===== config.mk =====
export PLATFORM = sky130hd
export DESIGN_NAME = dr_link_codec
export DESIGN_NICKNAME = d
export VERILOG_FILES = /design/src/rtl/dr_link_pkg.sv /design/src/rtl/dr_pair_enc.sv /design/src/rtl/dr_tx.sv /design/src/rtl/dr_group_detect.sv /design/src/rtl/dr_rx.sv /design/src/rtl/dr_link_codec.sv
export SDC_FILE = /design/constraint.sdc
export NUM_CORES = 1
export LEC_CHECK = 0
export BUFFER_PORTS_ARGS = -buffer_cell sky130_fd_sc_hd__buf_4
export CAP_MARGIN = 20
export CORE_AREA = 2 2 105 107
export CTS_CLUSTER_DIAMETER = 100
export DETAILED_ROUTE_END_ITERATION = 10
export DIE_AREA = 0 0 107 109
export GPL_ROUTABILITY_DRIVEN = 0
export HOLD_SLACK_MARGIN = 0.02
export PLACE_DENSITY = 0.86
export SKIP_LAST_GASP = 1
export SYNTH_ARGS = -nofsm -noshare
export SYNTH_HDL_FRONTEND = slang
export SYNTH_SLANG_ARGS = --single-unit

===== constraint.sdc =====
create_clock -name clk -period 4.9 [get_ports clk]
set_clock_uncertainty 0.05 [all_clocks]
set_input_delay 0.98 -clock clk [delete_from_list [all_inputs] [get_ports clk]]
set_output_delay 0.98 -clock clk [all_outputs]
set_load 0.05 [all_outputs]

===== src/rtl/dr_link_pkg.sv =====
// Shared types for the dual-rail link codec.
package dr_link_pkg;

    // Receiver control state: idle, or holding a phit token whose data pairs are late
    typedef enum logic {
        RX_IDLE = 1'b0,
        RX_WAIT = 1'b1
    } rx_state_e;

endpackage


===== src/rtl/dr_pair_enc.sv =====
// One value/parity wire pair driver.
// What it does: on load, puts the bit on the value wire and bit XOR phase on the
// parity wire, so the pair then decodes to the given phase.
// Assumes: the caller passes the phase that follows the current one, so one wire flips.
module dr_pair_enc (
    input  logic clk,
    input  logic rst_n,
    input  logic load,
    input  logic bit_in,
    input  logic phase_in,
    output logic val_q,
    output logic par_q
);

    // Register the pair; it holds its wires whenever there is no load
    always_ff @(posedge clk) begin
        if (!rst_n) begin
            val_q <= 1'b0;
            par_q <= 1'b0;
        end else if (load) begin
            val_q <= bit_in;
            par_q <= bit_in ^ phase_in;
        end
    end

endmodule


===== src/rtl/dr_tx.sv =====
// Link transmitter.
// What it does: the type phase toggles on every token and the data phase only on
// phit tokens. The valid-bit pair is driven on every token and the 33 data pairs
// only on phit tokens.
// Assumes: at most one token per cycle; the link side paces the tokens.
module dr_tx #(
    parameter int GRP_W = 33
) (
    input  logic             clk,
    input  logic             rst_n,
    input  logic             send,
    input  logic [GRP_W:0]   phit,
    output logic             type_val,
    output logic             type_par,
    output logic [GRP_W-1:0] data_val,
    output logic [GRP_W-1:0] data_par
);

    logic tphase_q;
    logic dphase_q;
    logic is_phit;
    logic data_load;

    assign is_phit   = phit[GRP_W];
    assign data_load = send & is_phit;

    // Phase toggles: type phase on every token, data phase on phit tokens only
    always_ff @(posedge clk) begin
        if (!rst_n) begin
            tphase_q <= 1'b0;
            dphase_q <= 1'b0;
        end else begin
            if (send)      tphase_q <= ~tphase_q;
            if (data_load) dphase_q <= ~dphase_q;
        end
    end

    dr_pair_enc u_type (
        .clk      (clk),
        .rst_n    (rst_n),
        .load     (send),
        .bit_in   (is_phit),
        .phase_in (~tphase_q),
        .val_q    (type_val),
        .par_q    (type_par)
    );

    for (genvar gi = 0; gi < GRP_W; gi++) begin : g_data_pair
        dr_pair_enc u_pair (
            .clk      (clk),
            .rst_n    (rst_n),
            .load     (data_load),
            .bit_in   (phit[gi]),
            .phase_in (~dphase_q),
            .val_q    (data_val[gi]),
            .par_q    (data_par[gi])
        );
    end

endmodule


===== src/rtl/dr_group_detect.sv =====
// Completion detector for a group of pairs.
// What it does: reports when every pair in the group decodes (value XOR parity)
// to the wanted phase.
// Assumes: purely combinational; the pairs flip monotonically toward the new phase.
module dr_group_detect #(
    parameter int W = 33
) (
    input  logic [W-1:0] pair_val,
    input  logic [W-1:0] pair_par,
    input  logic         want_phase,
    output logic         all_match
);

    logic [W-1:0] hit;

    for (genvar gi = 0; gi < W; gi++) begin : g_hit
        assign hit[gi] = (pair_val[gi] ^ pair_par[gi]) == want_phase;
    end

    // Reduce the per-pair matches into one completion flag
    always_comb begin
        all_match = &hit;
    end

endmodule


===== src/rtl/dr_rx.sv =====
// Link receiver.
// What it does: sees a token when the valid-bit pair reaches the next type phase;
// the valid bit gives the kind. A void token is emitted at once. A phit token
// waits until all data pairs reach the next data phase, then is latched and emitted.
// Assumes: the next token does not start before the current one has completed.
module dr_rx
    import dr_link_pkg::*;
#(
    parameter int GRP_W = 33
) (
    input  logic             clk,
    input  logic             rst_n,
    input  logic             in_type_val,
    input  logic             in_type_par,
    input  logic [GRP_W-1:0] in_data_val,
    input  logic [GRP_W-1:0] in_data_par,
    output logic             out_tok,
    output logic [GRP_W:0]   out_phit
);

    rx_state_e        state_q;
    logic             exp_t_q;
    logic             exp_d_q;
    logic             kind_q;
    logic [GRP_W-1:0] data_q;
    logic             type_arr;
    logic             data_done;
    logic             take_type;
    logic             take_data;

    dr_group_detect #(.W(1)) u_type_det (
        .pair_val   (in_type_val),
        .pair_par   (in_type_par),
        .want_phase (~exp_t_q),
        .all_match  (type_arr)
    );

    dr_group_detect #(.W(GRP_W)) u_data_det (
        .pair_val   (in_data_val),
        .pair_par   (in_data_par),
        .want_phase (~exp_d_q),
        .all_match  (data_done)
    );

    // Decide which group is consumed this cycle
    always_comb begin
        take_type = (state_q == RX_IDLE) && type_arr;
        take_data = data_done && ((state_q == RX_WAIT) || (take_type && in_type_val));
    end

    // Phase tracking, wait state and output registers
    always_ff @(posedge clk) begin
        if (!rst_n) begin
            state_q <= RX_IDLE;
            exp_t_q <= 1'b0;
            exp_d_q <= 1'b0;
            kind_q  <= 1'b0;
            data_q  <= '0;
            out_tok <= 1'b0;
        end else begin
            out_tok <= (take_type && !in_type_val) || take_data;
            if (take_type) exp_t_q <= ~exp_t_q;
            if (take_data) begin
                exp_d_q <= ~exp_d_q;
                data_q  <= in_data_val;
                kind_q  <= 1'b1;
            end else if (take_type && !in_type_val) begin
                kind_q  <= 1'b0;
            end
            if (take_type && in_type_val && !data_done) state_q <= RX_WAIT;
            else if (state_q == RX_WAIT && data_done)   state_q <= RX_IDLE;
        end
    end

    assign out_phit = {kind_q, data_q};

endmodule


===== src/rtl/dr_link_codec.sv =====
// Dual-rail phase-encoded link codec: the transmitter and the receiver of one link.
// What it does: encodes phit and void tokens onto value/parity pairs and decodes
// received pairs back into phits with a one-cycle strobe.
// Assumes: the link wires between the two ends are external, so any delay
// or skew is modelled outside this module.
module dr_link_codec #(
    parameter int PAYLOAD_W = 32
) (
    input  logic                 clk,
    input  logic                 rst_n,
    input  logic                 tx_send,
    input  logic [PAYLOAD_W+1:0] tx_phit,
    output logic                 tx_type_val,
    output logic                 tx_type_par,
    output logic [PAYLOAD_W:0]   tx_data_val,
    output logic [PAYLOAD_W:0]   tx_data_par,
    input  logic                 rx_type_val,
    input  logic                 rx_type_par,
    input  logic [PAYLOAD_W:0]   rx_data_val,
    input  logic [PAYLOAD_W:0]   rx_data_par,
    output logic                 rx_tok,
    output logic [PAYLOAD_W+1:0] rx_phit
);

    localparam int GRP_W = PAYLOAD_W + 1;

    dr_tx #(.GRP_W(GRP_W)) u_tx (
        .clk      (clk),
        .rst_n    (rst_n),
        .send     (tx_send),
        .phit     (tx_phit),
        .type_val (tx_type_val),
        .type_par (tx_type_par),
        .data_val (tx_data_val),
        .data_par (tx_data_par)
    );

    dr_rx #(.GRP_W(GRP_W)) u_rx (
        .clk         (clk),
        .rst_n       (rst_n),
        .in_type_val (rx_type_val),
        .in_type_par (rx_type_par),
        .in_data_val (rx_data_val),
        .in_data_par (rx_data_par),
        .out_tok     (rx_tok),
        .out_phit    (rx_phit)
    );

endmodule


==> parameters.txt, run 1 <==
Parameter                              Value

Outcome
  Run status ... completed

Timing
  Shortest clock period the worst path allows after layout ... 3190 ps
  Total negative setup slack ... 0 ps
  Number of slew-limit violations in the final report ... 0
  Worst-margin pin slew ... 1070 ps
  Final count of hold timing violations ... 0
  Period utilization ... 0.652
  Number of setup violations in the final report ... 0
  Maximum achievable frequency ... 313 MHz
  Max_slew headroom ... 0.286
  Setup repair after global routing missed its margin ... false

Power
  Power share of the clock group ... 0.301
  Cell Pwr Density ... 293 nW/um2
  Leakage dissipation ... 2.78 nW
  Combinational fraction of design power ... 0.237
  Peak supply drop ... 0.000212 V
  Reg power frac ... 0.462
  Internal cell power ... 1.39 mW
  Net Sw Frac ... 0.317
  Net load switching power ... 0.646 mW

Synth
  Sequential-to-total area share from yosys stat ... 0.385
  Adder-cell area share of the yosys netlist ... 0
  Post-Synthesis Cell Area ... 5610 um2
  Number of unique standard cell types used by synthesis ... 47
  Predominant post-synthesis flop cell ... dfxtp_1
  Number of enable flip-flop cells after synthesis ... 0
  Synth Area in Simple Gates ... 0.186
  Number of storage elements in the synthesis netlist ... 108
  Number of nets in the synthesized netlist ... 796
  Dominant combinational cell family by area after synthesis ... simple AND/OR/NAND/NOR gates
  Synthesized-area fraction occupied by ao, oa, aoi and oai cells ... 0.166
  Count of synthesis-stage warnings from yosys ... 0
  Post-synthesis cell count ... 691
  Mux share of post-synthesis cell area ... 0.00713
  Parity-gate share of the synthesized area counting xor and xnor cells ... 0.120
  Post-synthesis async set-or-reset flop share ... 0
  Mean cell area of the mapped netlist ... 8.12 um2

Floorplanning
  Core area ... 10600 um2
  Width of the chip ... 107 um
  Effective utilization at floorplan ... 0.530
  Die H ... 109 um
  Area of the die ... 11700 um2
  Row cnt ... 38
  Number of ports placed on the die boundary ... 208

Critical path
  Signal arrival time at the worst endpoint ... 3450 ps
  Crit path launch type ... input pin
  Critical setup path kind ... in2reg
  Count of buffer and inverter cells on the critical path ... 2
  Required time at the worst-slack endpoint ... 5150 ps
  Largest fanout on the critical path ... 20
  Critical Path Sink Type ... flip-flop
  Most frequent CP cell ... buf_4
  Highest cell delay on the worst timing path ... 610 ps
  Cell family with the largest share of critical-path delay ... compound AO/OA/AOI/OAI gates
  Ordered cell list for the critical path ... buf_4 > xnor2_1 > nand2_1 > o41ai_1 > o21a_1 > buf_4 > nand4_1 > a21oi_1
  Master of the slowest instance on the critical path ... o21a_1

Clock tree
  Clock-pin slew on the worst setup and hold paths ... 110 ps
  Post-CTS Hold Buffers ... 0
  Maximum root-to-sink buffer count ... 2
  Clock root buffer ... clkbuf_8
  H-tree levels ... 3
  TritonCTS clock tree ... built
  Clock insertion delay at the later pin of the skew report ... 370 ps
  Number of gates resized after cts ... 0
  # clock sinks ... 108
  Clock buffers created by TritonCTS ... 9
  Setup fix buffers added after clock tree synthesis ... 0

Finish
  Utilization after layout ... 0.656
  Fraction of layout cells with a size suffix above 1 ... 0.305
  Most frequent cells in the layout ... buf_4 (214), nand2_1 (140), dfxtp_1 (107), a21oi_1 (105), xnor2_1 (58)
  Area growth from synthesis to layout ... 23.8%
  Number of filler cells placed in the layout ... 883
  Post-layout instance area ... 6950 um2
  Leading cell type in the layout, fill and taps excluded ... buf_4
  Net count of the finished layout ... 903
  Number of antenna diodes ... 0

Route
  Wire length per cell ... 16.6 um
  Detail Route met2 WL ... 7750 um
  DRC violations left ... 0
  Top sig layer ... met4
  Number of nets still failing antenna checks after routing ... 0
  Metal3 WL ... 1310 um
  Via count of the routed design ... 5329
  DRC marker count from the first detailed-route iteration ... 389
  Total iterations of the first detailed-routing run ... 5
  Vias per cell ... 5.65
  Post-detailed-routing wire length ... 15700 um
  Met1 wire length ... 5990 um

Job
  Count of max-cap constraint violations ... 0

Global routing
  Initial antenna violation count ... 0
  Via count of the first global-routing pass ... 5137
  Total global-route track usage ... 0.263
  Largest net degree at the start of global routing ... 68
  Grt total ovfl ... 0
  First-pass GRT wire length ... 24500 um

Placement
  Placed cell areas ... 6670 um2
  Count of input and output buffers ... 207
  HPWL Detailed ... 11400 um

Hold path
  Hold crit path type ... reg2reg
## layer usage
| metal | up-vias | global-route usage |
|---|---|---|
| met1 | 2482 | 0.299 |
| li1 | 2514 | - |
| met2 | 276 | 0.451 |
| met3 | 57 | 0.0646 |
| met4 | 0 | 0.157 |
| met5 | - | 0 |
## stage by stage
step	setup WS (ps)	instances	power [mW]	hold WS (ps)
finish	1710	943	2.04	409
global route	1530	943	2.12	434
CTS	1750	941	2.03	409
detailed placement	1400	925	1.43	395
global placement	1420	924	1.41	388
floorplan	2250	691	1.29	380
## synth_stat cells, types with 2 or more instances
| cell | n | area [um2] |
|---|---|---|
| and3_1 | 2 | 12.5 |
| nand3_1 | 4 | 20.0 |
| a211oi_1 | 2 | 15.0 |
| a21oi_1 | 105 | 526 |
| a2bb2oi_1 | 3 | 26.3 |
| nand2_1 | 141 | 529 |
| buf_2 | 9 | 45.0 |
| nor3_1 | 3 | 15.0 |
| xor2_1 | 19 | 166 |
| buf_1 | 7 | 26.3 |
| nand4_1 | 42 | 263 |
| buf_4 | 69 | 518 |
| a22oi_1 | 4 | 30.0 |
| clkbuf_1 | 33 | 124 |
| o31ai_1 | 34 | 255 |
| mux2i_1 | 4 | 40.0 |
| xnor2_1 | 58 | 508 |
| dfxtp_1 | 108 | 2160 |
| nor4_1 | 5 | 31.3 |
| nor2_1 | 11 | 41.3 |
| clkbuf_8 | 2 | 27.5 |
## worst min-delay path, cell delays in order (launching register included)
cell and delay (ps):
dfxtp_1 320, nand2_1 50, a21oi_1 50
## area by class of cell
| class | instances | area (um2) | share of cell area |
|---|---|---|---|
| sequential | 108 | 2160 | 0.311 |
| timing repair buffer | 217 | 1680 | 0.242 |
| multi-input combinational | 460 | 2700 | 0.388 |
| inverter | 2 | 8.76 | 0.00126 |
| tap | 140 | 175 | 0.0252 |
| clock inverter | 6 | 96.3 | 0.0139 |
| clock buffer | 10 | 128 | 0.0184 |
## power by group through the flow
stage          Combinational [mW]  Clock, mW  Sequential [mW]
2_1_floorplan               0.337          0            0.951
3_3_place_gp                0.455          0            0.959
3_5_place_dp                0.467          0            0.961
4_1_cts                     0.469      0.622            0.942
5_1_grt                     0.514      0.661            0.947
6_report                    0.483      0.614            0.942
## cell families after synthesis
kind of cell	after synthesis
compound gates	157
simple gates	222
buf+inv	123
xor+xnor	77
flops	108
mux	4
## final timing paths
path | startpoint | endpoint | slack, ps | cells after the start
max | rx_data_val[32] | u_rx.data_q[24] | 1710 | 8
min | u_tx.g_data_pair[16].u_pair.par_q | u_tx.g_data_pair[16].u_pair.par_q | 410 | 2
max reg2reg | u_rx.exp_d_q | u_rx.data_q[5] | 2000 | 6
min reg2reg | u_tx.g_data_pair[16].u_pair.par_q | u_tx.g_data_pair[16].u_pair.par_q | 410 | 2
## flip-flops by register name (all words and copies together) (netlist names)
signal / flops
u_rx.data_q: 33
u_tx.dphase_q: 1
u_rx.state_q: 1
u_tx.g_data_pair.u_pair.val_q: 33
u_rx.out_tok: 1
u_rx.exp_d_q: 1
u_tx.u_type.val_q: 1
u_tx.u_type.par_q: 1
u_rx.kind_q: 1
u_tx.g_data_pair.u_pair.par_q: 33
u_tx.tphase_q: 1
u_rx.exp_t_q: 1
Power figures use the tool's default switching activity.
==> run 2, diff against run 1 <==
--- a/config.mk
+++ b/config.mk
@@ -5,15 +5,16 @@
 export SDC_FILE = /design/constraint.sdc
 export NUM_CORES = 1
 export LEC_CHECK = 0
+export ABC_AREA = 1
 export BUFFER_PORTS_ARGS = -buffer_cell sky130_fd_sc_hd__buf_4
 export CAP_MARGIN = 20
-export CORE_AREA = 2 2 105 107
+export CORE_AREA = 2 2 119 121
 export CTS_CLUSTER_DIAMETER = 100
 export DETAILED_ROUTE_END_ITERATION = 10
-export DIE_AREA = 0 0 107 109
+export DIE_AREA = 0 0 121 123
 export GPL_ROUTABILITY_DRIVEN = 0
 export HOLD_SLACK_MARGIN = 0.02
-export PLACE_DENSITY = 0.86
+export PLACE_DENSITY = 0.76
 export SKIP_LAST_GASP = 1
 export SYNTH_ARGS = -nofsm -noshare
 export SYNTH_HDL_FRONTEND = slang
==> constraint.sdc (replaced) <==
create_clock -name clk -period 2.86 [get_ports clk]
set_clock_uncertainty 0.05 [all_clocks]
set_input_delay 0.572 -clock clk [delete_from_list [all_inputs] [get_ports clk]]
set_output_delay 0.572 -clock clk [all_outputs]
set_load 0.05 [all_outputs]
==> run 2 against run 1 <==
Against the previous run: area after synthesis up 9.8%; combinational power up 75%; via count up 15%; count of clock-buffer cells in the layout down 1; first-iteration DRC count down 11%; worst hold slack better by 4.3 ps; power up 83%; worst setup slack worse by 1300 ps; die area up 28%; flip-flop and latch count unchanged; core utilization down 9.3 points; synthesized cell count up 45%.
==> parameters.txt, run 2 <==
Parameter                              Value

Job
  Count of max-cap constraint violations ... 0 (unchanged)

Timing
  Number of setup violations in the final report ... 0 (unchanged)
  Setup repair after global routing missed its margin ... false
  Final count of hold timing violations ... 0 (unchanged)
  Period utilization ... 0.853
  Number of slew-limit violations in the final report ... 0 (unchanged)
  Maximum achievable frequency ... 410 MHz
  Final WS setup ... 420 ps (-1290 ps)
  Worst-margin pin slew ... 680 ps (-392 ps)
  Hold WS ... 413 ps (+4.33 ps)
  Shortest clock period the worst path allows after layout ... 2440 ps
  Total negative setup slack ... 0 ps (unchanged)
  Max_slew headroom ... 0.546 (+0.260)

Finish
  Most frequent cells in the layout ... nand2_1 (355), buf_4 (218), inv_1 (184), dfxtp_1 (108), nor2_1 (61)
  Net count of the finished layout ... 1228 (+36%)
  Leading cell type in the layout, fill and taps excluded ... nand2_1
  Regs by FF count ... u_rx.data_q (33), u_tx.g_data_pair.u_pair.par_q (33), u_tx.g_data_pair.u_pair.val_q (33)
  Number of antenna diodes ... 0 (unchanged)
  Fraction of layout cells with a size suffix above 1 ... 0.217 (-0.0879)
  Area growth from synthesis to layout ... 24.2%
  Non-filler cells in the finished layout ... 1308 (+39%)
  Post-layout instance area ... 7660 um2 (+10%)
  Utilization after layout ... 0.563 (-0.0928)

Clock tree
  # clock sinks ... 108 (unchanged)
  Maximum root-to-sink buffer count ... 2 (unchanged)
  Post-CTS Hold Buffers ... 0 (unchanged)
  Clock insertion delay at the later pin of the skew report ... 340 ps (-30 ps)
  Setup fix buffers added after clock tree synthesis ... 0 (unchanged)
  Clock-pin slew on the worst setup and hold paths ... 70 ps (-40 ps)
  TritonCTS clock tree ... built
  Clock root buffer ... clkbuf_16
  Number of gates resized after cts ... 0 (unchanged)
  Clock buffers created by TritonCTS ... 9 (unchanged)
  H-tree levels ... 3 (unchanged)

Floorplanning
  Area of the die ... 14900 um2 (+28%)
  Width of the chip ... 121 um (+13%)
  Core area ... 13600 um2 (+28%)
  Effective utilization at floorplan ... 0.453 (-0.0765)
  Die H ... 123 um (+13%)
  Row cnt ... 43 (+13%)
  Number of ports placed on the die boundary ... 208 (unchanged)

Power
  Leakage dissipation ... 4.15 nW (+50%)
  Final total power ... 3.74 mW (+83%)
  Cell Pwr Density ... 488 nW/um2 (+66%)
  Peak supply drop ... 0.000267 V (+26%)

Synth
  Main area contributors after synthesis ... dfxtp_1 (35%), nand2_1 (22%), inv_1 (11%)
  Post-synth top area share ... 0.351 (-0.0345)
  Count of synthesis-stage warnings from yosys ... 0 (unchanged)
  Predominant post-synthesis flop cell ... dfxtp_1
  Mean cell area of the mapped netlist ... 6.14 um2 (-24%)
  Number of storage elements in the synthesis netlist ... 108 (unchanged)
  Cell accounting for the most synthesized area ... dfxtp_1
  Post-synthesis async set-or-reset flop share ... 0 (unchanged)
  Cell with the most instances after synthesis ... nand2_1
  Number of nets in the synthesized netlist ... 1110 (+39%)
  Most instantiated cells after synthesis ... nand2_1 (356), inv_1 (184), dfxtp_1 (108)
  Number of unique standard cell types used by synthesis ... 20 (-57%)
  Post-synthesis cell count ... 1005 (+45%)
  Sequential-to-total area share from yosys stat ... 0.351 (-0.0345)
  Number of enable flip-flop cells after synthesis ... 0 (unchanged)
  Post-Synthesis Cell Area ... 6170 um2 (+9.8%)

Placement
  Count of input and output buffers ... 207 (unchanged)
  HPWL Detailed ... 12000 um (+5.5%)
  Placed cell areas ... 7350 um2 (+10%)
  Number of instances in the placed design ... 1292 (+40%)
  Pre-CTS worst setup slack ... 315 ps (-1080 ps)

Route
  Total iterations of the first detailed-routing run ... 5 (unchanged)
  Top sig layer ... met4
  Post-detailed-routing wire length ... 16400 um (+4.7%)
  Vias per cell ... 4.68 (-17%)
  Wire length per cell ... 12.6 um (-25%)
  Detail Route met2 WL ... 7740 um (about the same)
  DRC violations left ... 0 (unchanged)
  DRC marker count from the first detailed-route iteration ... 346 (-11%)
  Met1 wire length ... 7260 um (+21%)
  Metal3 WL ... 986 um (-25%)
  Via count of the routed design ... 6126 (+15%)
  Number of nets still failing antenna checks after routing ... 0 (unchanged)

Critical path
  Largest fanout on the critical path ... 24 (+20%)
  Critical setup path kind ... reg2reg
  Critical Path Sink Type ... flip-flop
  Required time at the worst-slack endpoint ... 3050 ps (-2100 ps)
  Crit path launch type ... flip-flop
  Signal arrival time at the worst endpoint ... 2630 ps (-820 ps)

Global routing
  Initial antenna violation count ... 0 (unchanged)
  Via count of the first global-routing pass ... 5509 (+7.2%)
  Largest net degree at the start of global routing ... 60 (-12%)
  Total global-route track usage ... 0.216 (-0.0477)
  First-pass GRT wire length ... 25900 um (+5.5%)
  Grt total ovfl ... 0 (unchanged)

Hold path
  Hold crit path type ... reg2reg

Outcome
  Run status ... completed
-- run 2: cell count changes after synthesis, moves of 16 or more --
| cell | delta |
|---|---|
| inv_1 | +183 |
| o31ai_1 | -34 |
| nand3_1 | +16 |
| nor2_1 | +50 |
| nand2_1 | +215 |
| xnor2_1 | -57 |
| a31oi_1 | +32 |
| a21oi_1 | -64 |
| o21ai_0 | +42 |
-- run 2: path summary, 6_finish.rpt --
path,slack (ps),depth (start not counted),from,to
worst max-delay path,420,10,u_rx.exp_d_q,u_rx.data_q[18]
worst min-delay path,410,2,u_tx.u_type.val_q,u_tx.u_type.val_q
worst max register to register,420,10,u_rx.exp_d_q,u_rx.data_q[18]
worst min register to register,410,2,u_tx.u_type.val_q,u_tx.u_type.val_q
-- run 2: layer usage --
| layer | vias up | GRT usage |
|---|---|---|
| met3 | 29 | 0.0337 |
| met1 | 2682 | 0.276 |
| met4 | 0 | 0.0887 |
| met2 | 197 | 0.364 |
| li1 | 3218 | - |
| met5 | - | 0 |
-- run 2: area by class of cell --
class / count / area (um2)
multi-input cells: 599 / 2610
well taps: 180 / 225
fillers: 1369 / 5950
inverters: 186 / 698
flip-flops and latches: 108 / 2160
clock buffers: 9 / 225
repair buffers: 219 / 1660
clock inverters: 7 / 82.6
-- run 2: cells by family after synthesis --
family,share of synthesized area
XOR/XNOR,0.00710
AND/OR/NAND/NOR,0.316
AO/OA/AOI/OAI,0.0998
flip-flops,0.351
buffers and inverters,0.226
-- run 2: where the power goes --
part / internal, mW / total [mW] / switching, mW
Clock: 0.694 / 1.28 / 0.590
Combinational: 0.291 / 0.847 / 0.555
Sequential: 1.57 / 1.61 / 0.0356
Total: 2.56 / 3.74 / 1.18
-- run 2: worst max-delay path, stage by stage, from the launching register on --
cell and delay (ps):
dfxtp_1 570, inv_2 240, nand3_1 140, nand2_1 100, nor2_1 110, nand3_1 120
nor2_4 290, buf_4 360, nand4_1 200, nand2_1 100, nor2_1 50
